### src/rtl/rename_pkg.sv
package rename_pkg;
  // Strobes from control to the datapath, one per state-changing action.
  typedef struct packed {
    logic alloc;   // take head tag and update the destination entry
    logic commit;  // append the commit tag to the pool
    logic undo;    // restore a table entry and append the undone tag
  } rnStrobe_t;
endpackage

### src/rtl/rename_ctrl.sv
module rename_ctrl
  import rename_pkg::*;
(
  input  logic       clk,
  input  logic       rstN,
  input  logic       renValid,
  input  logic       renHasDst,
  input  logic       cmtValid,
  input  logic       undoValid,
  input  logic       freeEmpty,
  output logic       renReady,
  output rnStrobe_t  strobe
);
  // Undo has priority over rename; a destination needs a free tag.
  always_comb begin
    renReady      = !undoValid && (!renHasDst || !freeEmpty);
    strobe.alloc  = renValid && renReady && renHasDst;
    strobe.commit = cmtValid;
    strobe.undo   = undoValid;
  end

  // no allocation is issued while an undo record is applied
  assert_undo_blocks_R9: assert property (@(posedge clk) disable iff (!rstN)
    undoValid |-> !strobe.alloc);
endmodule

### src/rtl/rename_freelist.sv
module rename_freelist
  import rename_pkg::*;
#(
  parameter int ARCH_REGS = 8,
  parameter int PHYS_REGS = 16
) (
  input  logic                         clk,
  input  logic                         rstN,
  input  rnStrobe_t                    strobe,
  input  logic [$clog2(PHYS_REGS)-1:0] cmtTag,
  input  logic [$clog2(PHYS_REGS)-1:0] undoTag,
  output logic [$clog2(PHYS_REGS)-1:0] headTag,
  output logic                         empty
);
  localparam int PW = $clog2(PHYS_REGS);
  localparam int CW = $clog2(PHYS_REGS + 1);
  localparam int INIT_FREE = PHYS_REGS - ARCH_REGS;

  logic [PW-1:0] pool [PHYS_REGS];
  logic [PW-1:0] headPtr, tailPtr;
  logic [CW-1:0] freeCnt;
  logic [1:0]    pushN;
  logic [PW-1:0] undoSlot;

  always_comb begin
    pushN    = {1'b0, strobe.commit} + {1'b0, strobe.undo};
    undoSlot = strobe.commit ? tailPtr + PW'(1) : tailPtr;
    headTag  = pool[headPtr];
    empty    = (freeCnt == '0);
  end

  always_ff @(posedge clk) begin
    if (!rstN) begin
      for (int k = 0; k < PHYS_REGS; k++)
        pool[k] <= (k < INIT_FREE) ? PW'(ARCH_REGS + k) : '0;
      headPtr <= '0;
      tailPtr <= PW'(INIT_FREE);
      freeCnt <= CW'(INIT_FREE);
    end else begin
      // Writes land at the tail; the head entry read this cycle is untouched
      // unless the pool was empty, in which case no pop happens.
      if (strobe.commit) pool[tailPtr]  <= cmtTag;
      if (strobe.undo)   pool[undoSlot] <= undoTag;
      tailPtr <= tailPtr + PW'(pushN);
      if (strobe.alloc) headPtr <= headPtr + PW'(1);
      freeCnt <= freeCnt + CW'(pushN) - CW'(strobe.alloc);
    end
  end

  // never pop an empty pool
  assert_no_underflow_R6: assert property (@(posedge clk) disable iff (!rstN)
    strobe.alloc |-> !empty);
  // the pool never holds more tags than exist
  assert_no_overflow_R8: assert property (@(posedge clk) disable iff (!rstN)
    freeCnt <= CW'(PHYS_REGS));
  // a cycle that starts empty cannot hand out a tag freed in it
  assert_no_same_cycle_reuse_R10: assert property (@(posedge clk) disable iff (!rstN)
    (empty && strobe.commit) |=> (freeCnt == CW'(1) + CW'($past(strobe.undo))));
endmodule

### src/rtl/rename_table.sv
module rename_table
  import rename_pkg::*;
#(
  parameter int ARCH_REGS = 8,
  parameter int PHYS_REGS = 16
) (
  input  logic                         clk,
  input  logic                         rstN,
  input  rnStrobe_t                    strobe,
  input  logic [$clog2(ARCH_REGS)-1:0] srcA,
  input  logic [$clog2(ARCH_REGS)-1:0] srcB,
  input  logic [$clog2(ARCH_REGS)-1:0] dst,
  input  logic [$clog2(PHYS_REGS)-1:0] newTag,
  input  logic [$clog2(ARCH_REGS)-1:0] undoDst,
  input  logic [$clog2(PHYS_REGS)-1:0] undoOld,
  output logic [$clog2(PHYS_REGS)-1:0] srcATag,
  output logic [$clog2(PHYS_REGS)-1:0] srcBTag,
  output logic [$clog2(PHYS_REGS)-1:0] oldTag
);
  localparam int AW = $clog2(ARCH_REGS);
  localparam int PW = $clog2(PHYS_REGS);

  logic [PW-1:0] aliasMap [ARCH_REGS];

  // Reads see the table before this cycle's write.
  always_comb begin
    srcATag = aliasMap[srcA];
    srcBTag = aliasMap[srcB];
    oldTag  = aliasMap[dst];
  end

  always_ff @(posedge clk) begin
    if (!rstN) begin
      for (int i = 0; i < ARCH_REGS; i++) aliasMap[i] <= PW'(i);
    end else if (strobe.undo) begin
      aliasMap[undoDst] <= undoOld;
    end else if (strobe.alloc) begin
      aliasMap[dst] <= newTag;
    end
  end

  // the destination entry follows the allocated tag
  assert_dst_updated_R5: assert property (@(posedge clk) disable iff (!rstN)
    strobe.alloc |=> (aliasMap[$past(dst)] == $past(newTag)));
  // an undo restores the recorded mapping
  assert_undo_restores_R9: assert property (@(posedge clk) disable iff (!rstN)
    strobe.undo |=> (aliasMap[$past(undoDst)] == $past(undoOld)));
  logic [AW-1:0] unusedAw;
  assign unusedAw = '0;
endmodule

### src/rtl/rename_map_unit.sv
module rename_map_unit
  import rename_pkg::*;
#(
  parameter int ARCH_REGS = 8,
  parameter int ROB_DEPTH = 8,
  localparam int PHYS_REGS = 1 << $clog2(ARCH_REGS + ROB_DEPTH),
  localparam int AW = $clog2(ARCH_REGS),
  localparam int PW = $clog2(PHYS_REGS)
) (
  input  logic          clk,
  input  logic          rstN,
  input  logic          renValid,
  input  logic          renHasDst,
  input  logic [AW-1:0] renSrcA,
  input  logic [AW-1:0] renSrcB,
  input  logic [AW-1:0] renDst,
  output logic          renReady,
  output logic [PW-1:0] outSrcATag,
  output logic [PW-1:0] outSrcBTag,
  output logic [PW-1:0] outNewTag,
  output logic [PW-1:0] outOldTag,
  input  logic          cmtValid,
  input  logic [PW-1:0] cmtTag,
  input  logic          undoValid,
  input  logic [AW-1:0] undoDst,
  input  logic [PW-1:0] undoOldTag,
  input  logic [PW-1:0] undoNewTag
);
  rnStrobe_t strobe;
  logic      freeEmpty;

  rename_ctrl u_ctrl (
    .clk(clk), .rstN(rstN), .renValid(renValid), .renHasDst(renHasDst),
    .cmtValid(cmtValid), .undoValid(undoValid), .freeEmpty(freeEmpty),
    .renReady(renReady), .strobe(strobe)
  );

  rename_freelist #(.ARCH_REGS(ARCH_REGS), .PHYS_REGS(PHYS_REGS)) u_free (
    .clk(clk), .rstN(rstN), .strobe(strobe), .cmtTag(cmtTag),
    .undoTag(undoNewTag), .headTag(outNewTag), .empty(freeEmpty)
  );

  rename_table #(.ARCH_REGS(ARCH_REGS), .PHYS_REGS(PHYS_REGS)) u_table (
    .clk(clk), .rstN(rstN), .strobe(strobe), .srcA(renSrcA), .srcB(renSrcB),
    .dst(renDst), .newTag(outNewTag), .undoDst(undoDst), .undoOld(undoOldTag),
    .srcATag(outSrcATag), .srcBTag(outSrcBTag), .oldTag(outOldTag)
  );
endmodule

### config.mk
export PLATFORM = sky130hd
export DESIGN_NAME = rename_map_unit
export DESIGN_NICKNAME = d
export VERILOG_FILES = /design/src/rtl/rename_pkg.sv /design/src/rtl/rename_ctrl.sv /design/src/rtl/rename_freelist.sv /design/src/rtl/rename_table.sv /design/src/rtl/rename_map_unit.sv
export SDC_FILE = /design/constraint.sdc
export NUM_CORES = 1
export LEC_CHECK = 0
export BUFFER_PORTS_ARGS = -buffer_cell sky130_fd_sc_hd__buf_2
export CAP_MARGIN = 40
export CORE_MARGIN = 2
export CORE_UTILIZATION = 46
export DETAILED_ROUTE_END_ITERATION = 8
export PLACE_DENSITY_LB_ADDON = 0.15
export SETUP_SLACK_MARGIN = 0.02
export SLEW_MARGIN = 20
export SYNTH_ARGS = -nofsm -noshare
export SYNTH_HDL_FRONTEND = slang
export SYNTH_HIERARCHICAL = 1
export SYNTH_SLANG_ARGS = --single-unit
### constraint.sdc
create_clock -name clk -period 4.6 [get_ports clk]
set_input_delay 0.92 -clock clk [delete_from_list [all_inputs] [get_ports clk]]
set_output_delay 0.92 -clock clk [all_outputs]
set_load 0.005 [all_outputs]
* Yosys cells after proc, flatten, opt, wreduce, memory -nomap -nowiden
Memory sizes are Yosys's and may differ from the RTL's. A register that Yosys moved wholly into a read port is not among the register bits. Index checks and enable logic that the tools add are counted.
Storage, ports and cells: register bits 13, memory bits (writable) 96, input bits 30, output and inout bits 17, word-level logic and storage cells 49, memories kept 2
Memories:
- u_free.pool | depth 16, width 4, read ports 1, clocked after Yosys merged registers in 1, wr ports 16, line rename_freelist.sv:19 | logic [PW-1:0] pool [PHYS_REGS];
- u_table.aliasMap | depth 8, width 4, read ports 3, clocked after Yosys merged registers in 0, wr ports 8, line rename_table.sv:23 | logic [PW-1:0] aliasMap [ARCH_REGS];
Operators by class: add/sub/neg operators 6, multiplexer cells 26, reduce and logical (&&, ||, !) cells 12
Operator list (number):
- two-way mux 4 bit | 9
- OR reduction 4 bit | 4
- two-way mux 1 bit | 15
- adder 4 x 1 -> 4 bit, second input constant | 2
- two-way mux 3 bit | 2
- adder 5 x 2 -> 5 bit | 1
- logical NOT 5 bit | 1
- subtractor 5 x 1 -> 5 bit | 1
- adder 4 x 2 -> 4 bit | 1
- logical AND 1 bit | 3
- logical NOT 1 bit | 3
- adder 1 x 1 -> 2 bit | 1
- logical OR 1 bit | 1

* Logic depth before layout (Yosys ltp)
depth in word-level cells 12, gate-level depth with buffers 12, gate-level depth less buffers 12

* By module
Netlist, hierarchy kept.
By module, submodules not included:
- rename_freelist | instances 1, cells an instance 404, area an instance 4839.6 sq um, seq. area each 2262.2 sq um
- rename_table | instances 1, cells an instance 147, area an instance 2153.3 sq um, seq. area each 960.9 sq um
- rename_ctrl | instances 1, cells an instance 4, area an instance 32.5 sq um, seq. area each 0.0 sq um

* Worst setup path after synthesis
OpenSTA, ideal clock, no wires.
path type input -> register, start point input port undoValid, end point register u_free.freeCnt[4], library setup time 0.071 ns, arrival 2.891 ns, data required time 4.529 ns, slack 1.639 ns, stages 11, path buffers 1, cells stage by stage buf_4 -> ha_1 -> inv_1 -> ha_1 -> inv_1 -> ha_1 -> fa_1 -> a21oi_1 -> nor2_1 -> or3_1 -> a21oi_1
On the way: cells in the longest elaborated chain, start to end 5, elaborated cells between the ends (all ways) 7, those cells by class add/sub (3); reduce/logical (4)
RTL lines:
- start: declaration | line rename_map_unit.sv:24 | input logic undoValid,
- branches (longest 4 deep; another with adder 5 x 2 -> 5 bit)
- subtractor 5 x 1 -> 5 bit (*) | line rename_freelist.sv:46 | freeCnt <= freeCnt + CW'(pushN) - CW'(strobe.alloc);
- end signal: assignment | line rename_freelist.sv:38 | freeCnt <= CW'(INIT_FREE);
- end signal: assignment | line rename_freelist.sv:46
- end: declaration | line rename_freelist.sv:21 | logic [CW-1:0] freeCnt;
Mark *: on every way between the ends. A chain may end at the register's enable or synchronous reset.

==> impl_summary.md <==
Status
The flow ran to the end, and the final reports show no timing, DRC or antenna violations.

Critical path
By startpoint and endpoint, the worst setup path is classified as reg2out. The signal arrival time at the worst endpoint is 2.47 ns. The required time of the critical path is 3.68 ns.

In this run the worst path has a maximum fanout of 16. Setup slack on the worst reg-to-reg path comes out at 1.58 ns. The nature of the critical path endpoint is an output pin. The startpoint identified for the worst register-to-register timing path is u_free/freeCnt[2]. The worst register-to-register path ends at u_free/freeCnt[4].

The worst setup path is launched from a register. The number of cells on the worst reg-to-reg path is 12.

Finish
In the final design database the tool counted 626 nets. Once layout is complete, the cells apart from fillers number 780. The diode insertion count for antenna repair is 0. The multi-input combinational cells in the finished layout cover a total of between 3000 and 4000 µm². The area of all sequential standard cells is 3220 µm². The library cells used most frequently in the layout, excluding fill and tap cells, are sky130_fd_sc_hd__edfxtp_1, sky130_fd_sc_hd__mux2i_1, sky130_fd_sc_hd__buf_2.

The filler cells instantiated in the layout total around 1,200. Leaving out fill and tap cells, the most frequent cell in the layout is sky130_fd_sc_hd__edfxtp_1. In the final layout, the share of cells above drive strength 1 is between 20 and 30%.

From synthesis to final layout, the design area changed by 13.1%.

GRT
After global routing the overflow that remains totals 0. The number of antenna violations at the first check in global routing is 0. The pin count of the biggest net entering global routing is 33. The wire length of the first global-routing pass is approximately 28,000 µm.

The number of global-route vias before repair is approximately 4,800. For this run, the total global-route usage over all layers was measured as between 20% and 30%.

STA
The portion of the clock cycle consumed by the worst path in the final layout is 73.6%. The setup-violating endpoint count in the final report is 0. For the final database, setup skew stands at 0.0102 ns. The relative slew slack is 48.6%. The number of pins with negative max-slew slack in the final report was 0.

The maximum clock rate is 295 MHz. The final count of hold timing violations is 0. The worst path in the final design needs a cycle of 3.39 ns, including I/O delays and setup. The sum of negative setup slack is 0 ns.

Setup repair after global routing left no endpoint under its margin. At the pin with the least slew margin, the transition time is just under 0.8 ns.

CTS
Clock-pin slew was measured on the worst setup and hold paths at 0.05 ns. The number of sinks on the clock net is approximately 110. The number of buffers created by CTS is 17. CTS placed an instance of sky130_fd_sc_hd__clkbuf_16 at the clock tree root. Post-CTS timing repair inserted 0 buffers for setup. Counting along the longest clock path gives a buffer depth of 2. The number of cells upsized or downsized after cts is 0. TritonCTS built the clock tree. The insertion delay of the later-clocked pin in the worst-skew pair is 0.41 ns. The hold buffer count at CTS is 0. In this run the number of H-tree levels came out at 4.

Power and ir drop
The analysis attributes to cell leakage a power of around 2.9 nW. Internal power comes to 2.33 mW. The power density of the placed cells is around 400 nW/µm².

VDD sags by at most 0.252 mV. Sequential cells burn between 30% and 40% of the power. The total net switching power is 0.794 mW.

In this run, the clock network consumes 45.8% of the power. The fraction of power spent switching nets is around a quarter. The share of power burned in combinational logic is between 10% and 20%.

Floorplanning
For this configuration, the core starts out at a cell density of 46.6%. The area of the placeable core is 15,100 µm². The die footprint is 16,300 µm². 47 I/O pins were placed.

The number of placement rows is between 40 and 50. The die width is 128 µm. The vertical die dimension is 128 µm.

Routing
Detailed routing inserted a total of 4,977 vias. The total length of routed wires is 18,400 µm. The first routing iteration left between 600 and 700 violations.

Dividing the detail-routed wire length by the instance count gives 23.6 µm. After detailed routing, the number of remaining DRC violations is 0. The count of nets left with antenna violations once routing finished came out at 0. The count of TritonRoute iterations in the first routing pass is 5. In the routed layout, each cell is associated on average with a via count of about 6.4.

Synth
The number of distinct library cells after synthesis is 63. The number of synthesized flops with an enable pin is 96. The share of the yosys chip area belonging to registers is 45.9%. Synthesis produced a netlist whose cell count is 555. The most used flip-flop cell after synthesis is sky130_fd_sc_hd__edfxtp_1. Summing the areas of all and, or, nand and nor instances in the mapped netlist gives 13.2% of the synthesized area.

Yosys printed 6 warnings. Of all flip-flops after synthesis, the portion carrying an async set or reset was 0%. The synthesized netlist devotes 8.16% of its cell area to compound gates. After synthesis the cells add up to approximately 7000 µm².

The number of flip-flops and latches in the synthesized netlist is 113. Measured against the total synthesized area, the mux share comes to 24.4%. The number of nets produced by synthesis is 602. Summing the areas of all fa, ha and maj instances in the mapped netlist gives between 3 and 4% of the synthesized area. The parity-gate share of the synthesized area counting xor and xnor cells is 0.997%. The dominant combinational cell family by area after synthesis is multiplexers.

Each instance of the synthesized netlist takes up on average 12.7 µm².

Min path
Counting instances, the worst hold path has a depth of 2. The worst hold path terminates at u_free/headPtr[3]. The path class of the tightest hold or removal check is reg2reg. The startpoint identified for the worst hold timing path is u_free/headPtr[3].

Placement
Routability-driven placement finished with a final weighted congestion of 0.849. The count of buffers added on input and output ports is 46. The HPWL reported at the end of detailed placement is 13,200 µm. The number of placed instances with taps included is 747.

Flow run
The tool flagged a number of max-cap violations equal to 0.
-- through the flow --
step                power [mW]  utilization [%]  instance area [µm²]  worst slack (ns)  hold slack (ns)
floorplan                 1.58                -                 7030              1.64            0.485
global placement          1.70             48.3                 7280              1.19            0.534
detailed placement        1.71             48.3                 7280              1.34            0.538
CTS                       3.14             52.5                 7930              1.15            0.560
global route              3.23             52.6                 7940              1.10            0.594
finish                    3.13             52.6                 7940              1.21            0.559
-- layout make-up --
type	count	area share (%)
well taps	188	2.96
clock buffers	18	5.40
flip-flops and latches	113	40.6
inverters	18	0.851
repair buffers	49	3.28
multi-input cells	380	44.2
clock inverters	14	2.69
-- metal layers --
layer	up-vias	global-route usage, %	part of all wire, %
met1	2470	34.3	45
li1	2190	-	-
met5	-	0	0
met4	0	7.63	1.4
met2	291	34.2	44
met3	26	5.74	9.2
-- Yosys cell counts, types with 15 or more instances --
| library cell | count | area (µm²) |
|---|---|---|
| sky130_fd_sc_hd__mux2i_1 | 49 | 490 |
| sky130_fd_sc_hd__inv_1 | 18 | 67.6 |
| sky130_fd_sc_hd__nor3_1 | 22 | 110 |
| sky130_fd_sc_hd__edfxtp_1 | 96 | 2880 |
| sky130_fd_sc_hd__nand2_1 | 37 | 139 |
| sky130_fd_sc_hd__dfxtp_1 | 17 | 340 |
| sky130_fd_sc_hd__nand3_1 | 40 | 200 |
| sky130_fd_sc_hd__mux4_2 | 44 | 991 |
| sky130_fd_sc_hd__clkbuf_1 | 20 | 75.1 |
| sky130_fd_sc_hd__ha_1 | 15 | 188 |
| sky130_fd_sc_hd__nor2_1 | 24 | 90.1 |
-- cell families after synthesis --
group | after synthesis
XOR/XNOR | 8
AO/OA/AOI/OAI | 69
adder cells (fa/ha/maj) | 17
AND/OR/NAND/NOR | 174
flip-flops | 113
multiplexers | 112
buffers and inverters | 62
-- critical path: stages, from the launching register on --
cell,delay [ns]
sky130_fd_sc_hd__dfxtp_2,0.73
sky130_fd_sc_hd__mux4_2,0.64
sky130_fd_sc_hd__mux4_2,0.53
sky130_fd_sc_hd__buf_2,0.15
-- power groups by stage --
stage | Clock, mW | Sequential, mW | Combinational [mW]
3_3_place_gp | 0 | 1.25 | 0.446
3_5_place_dp | 0 | 1.25 | 0.458
6_report | 1.43 | 1.23 | 0.466
4_1_cts | 1.45 | 1.23 | 0.460
5_1_grt | 1.49 | 1.24 | 0.504
2_1_floorplan | 0 | 1.22 | 0.359
-- state kept, by name, summed over array words and instances (netlist names), named ones only --
name	flops
u_free/tailPtr	4
u_free/headPtr	4
u_table/aliasMap	32
u_free/freeCnt	5
u_free/pool	64
-- worst max path at each step --
stage               startpoint  cells after the start  slack, ns                end
finish                register                      3       1.21       outNewTag[2]
global route          register                      3       1.10       outNewTag[3]
CTS                   register                      3       1.15       outNewTag[3]
detailed placement    cmtValid                     11       1.34  u_free/freeCnt[4]
global placement      register                      3       1.19       outNewTag[2]
floorplan            undoValid                     11       1.64  u_free/freeCnt[4]
No activity file was read; power rests on OpenSTA's default activity.
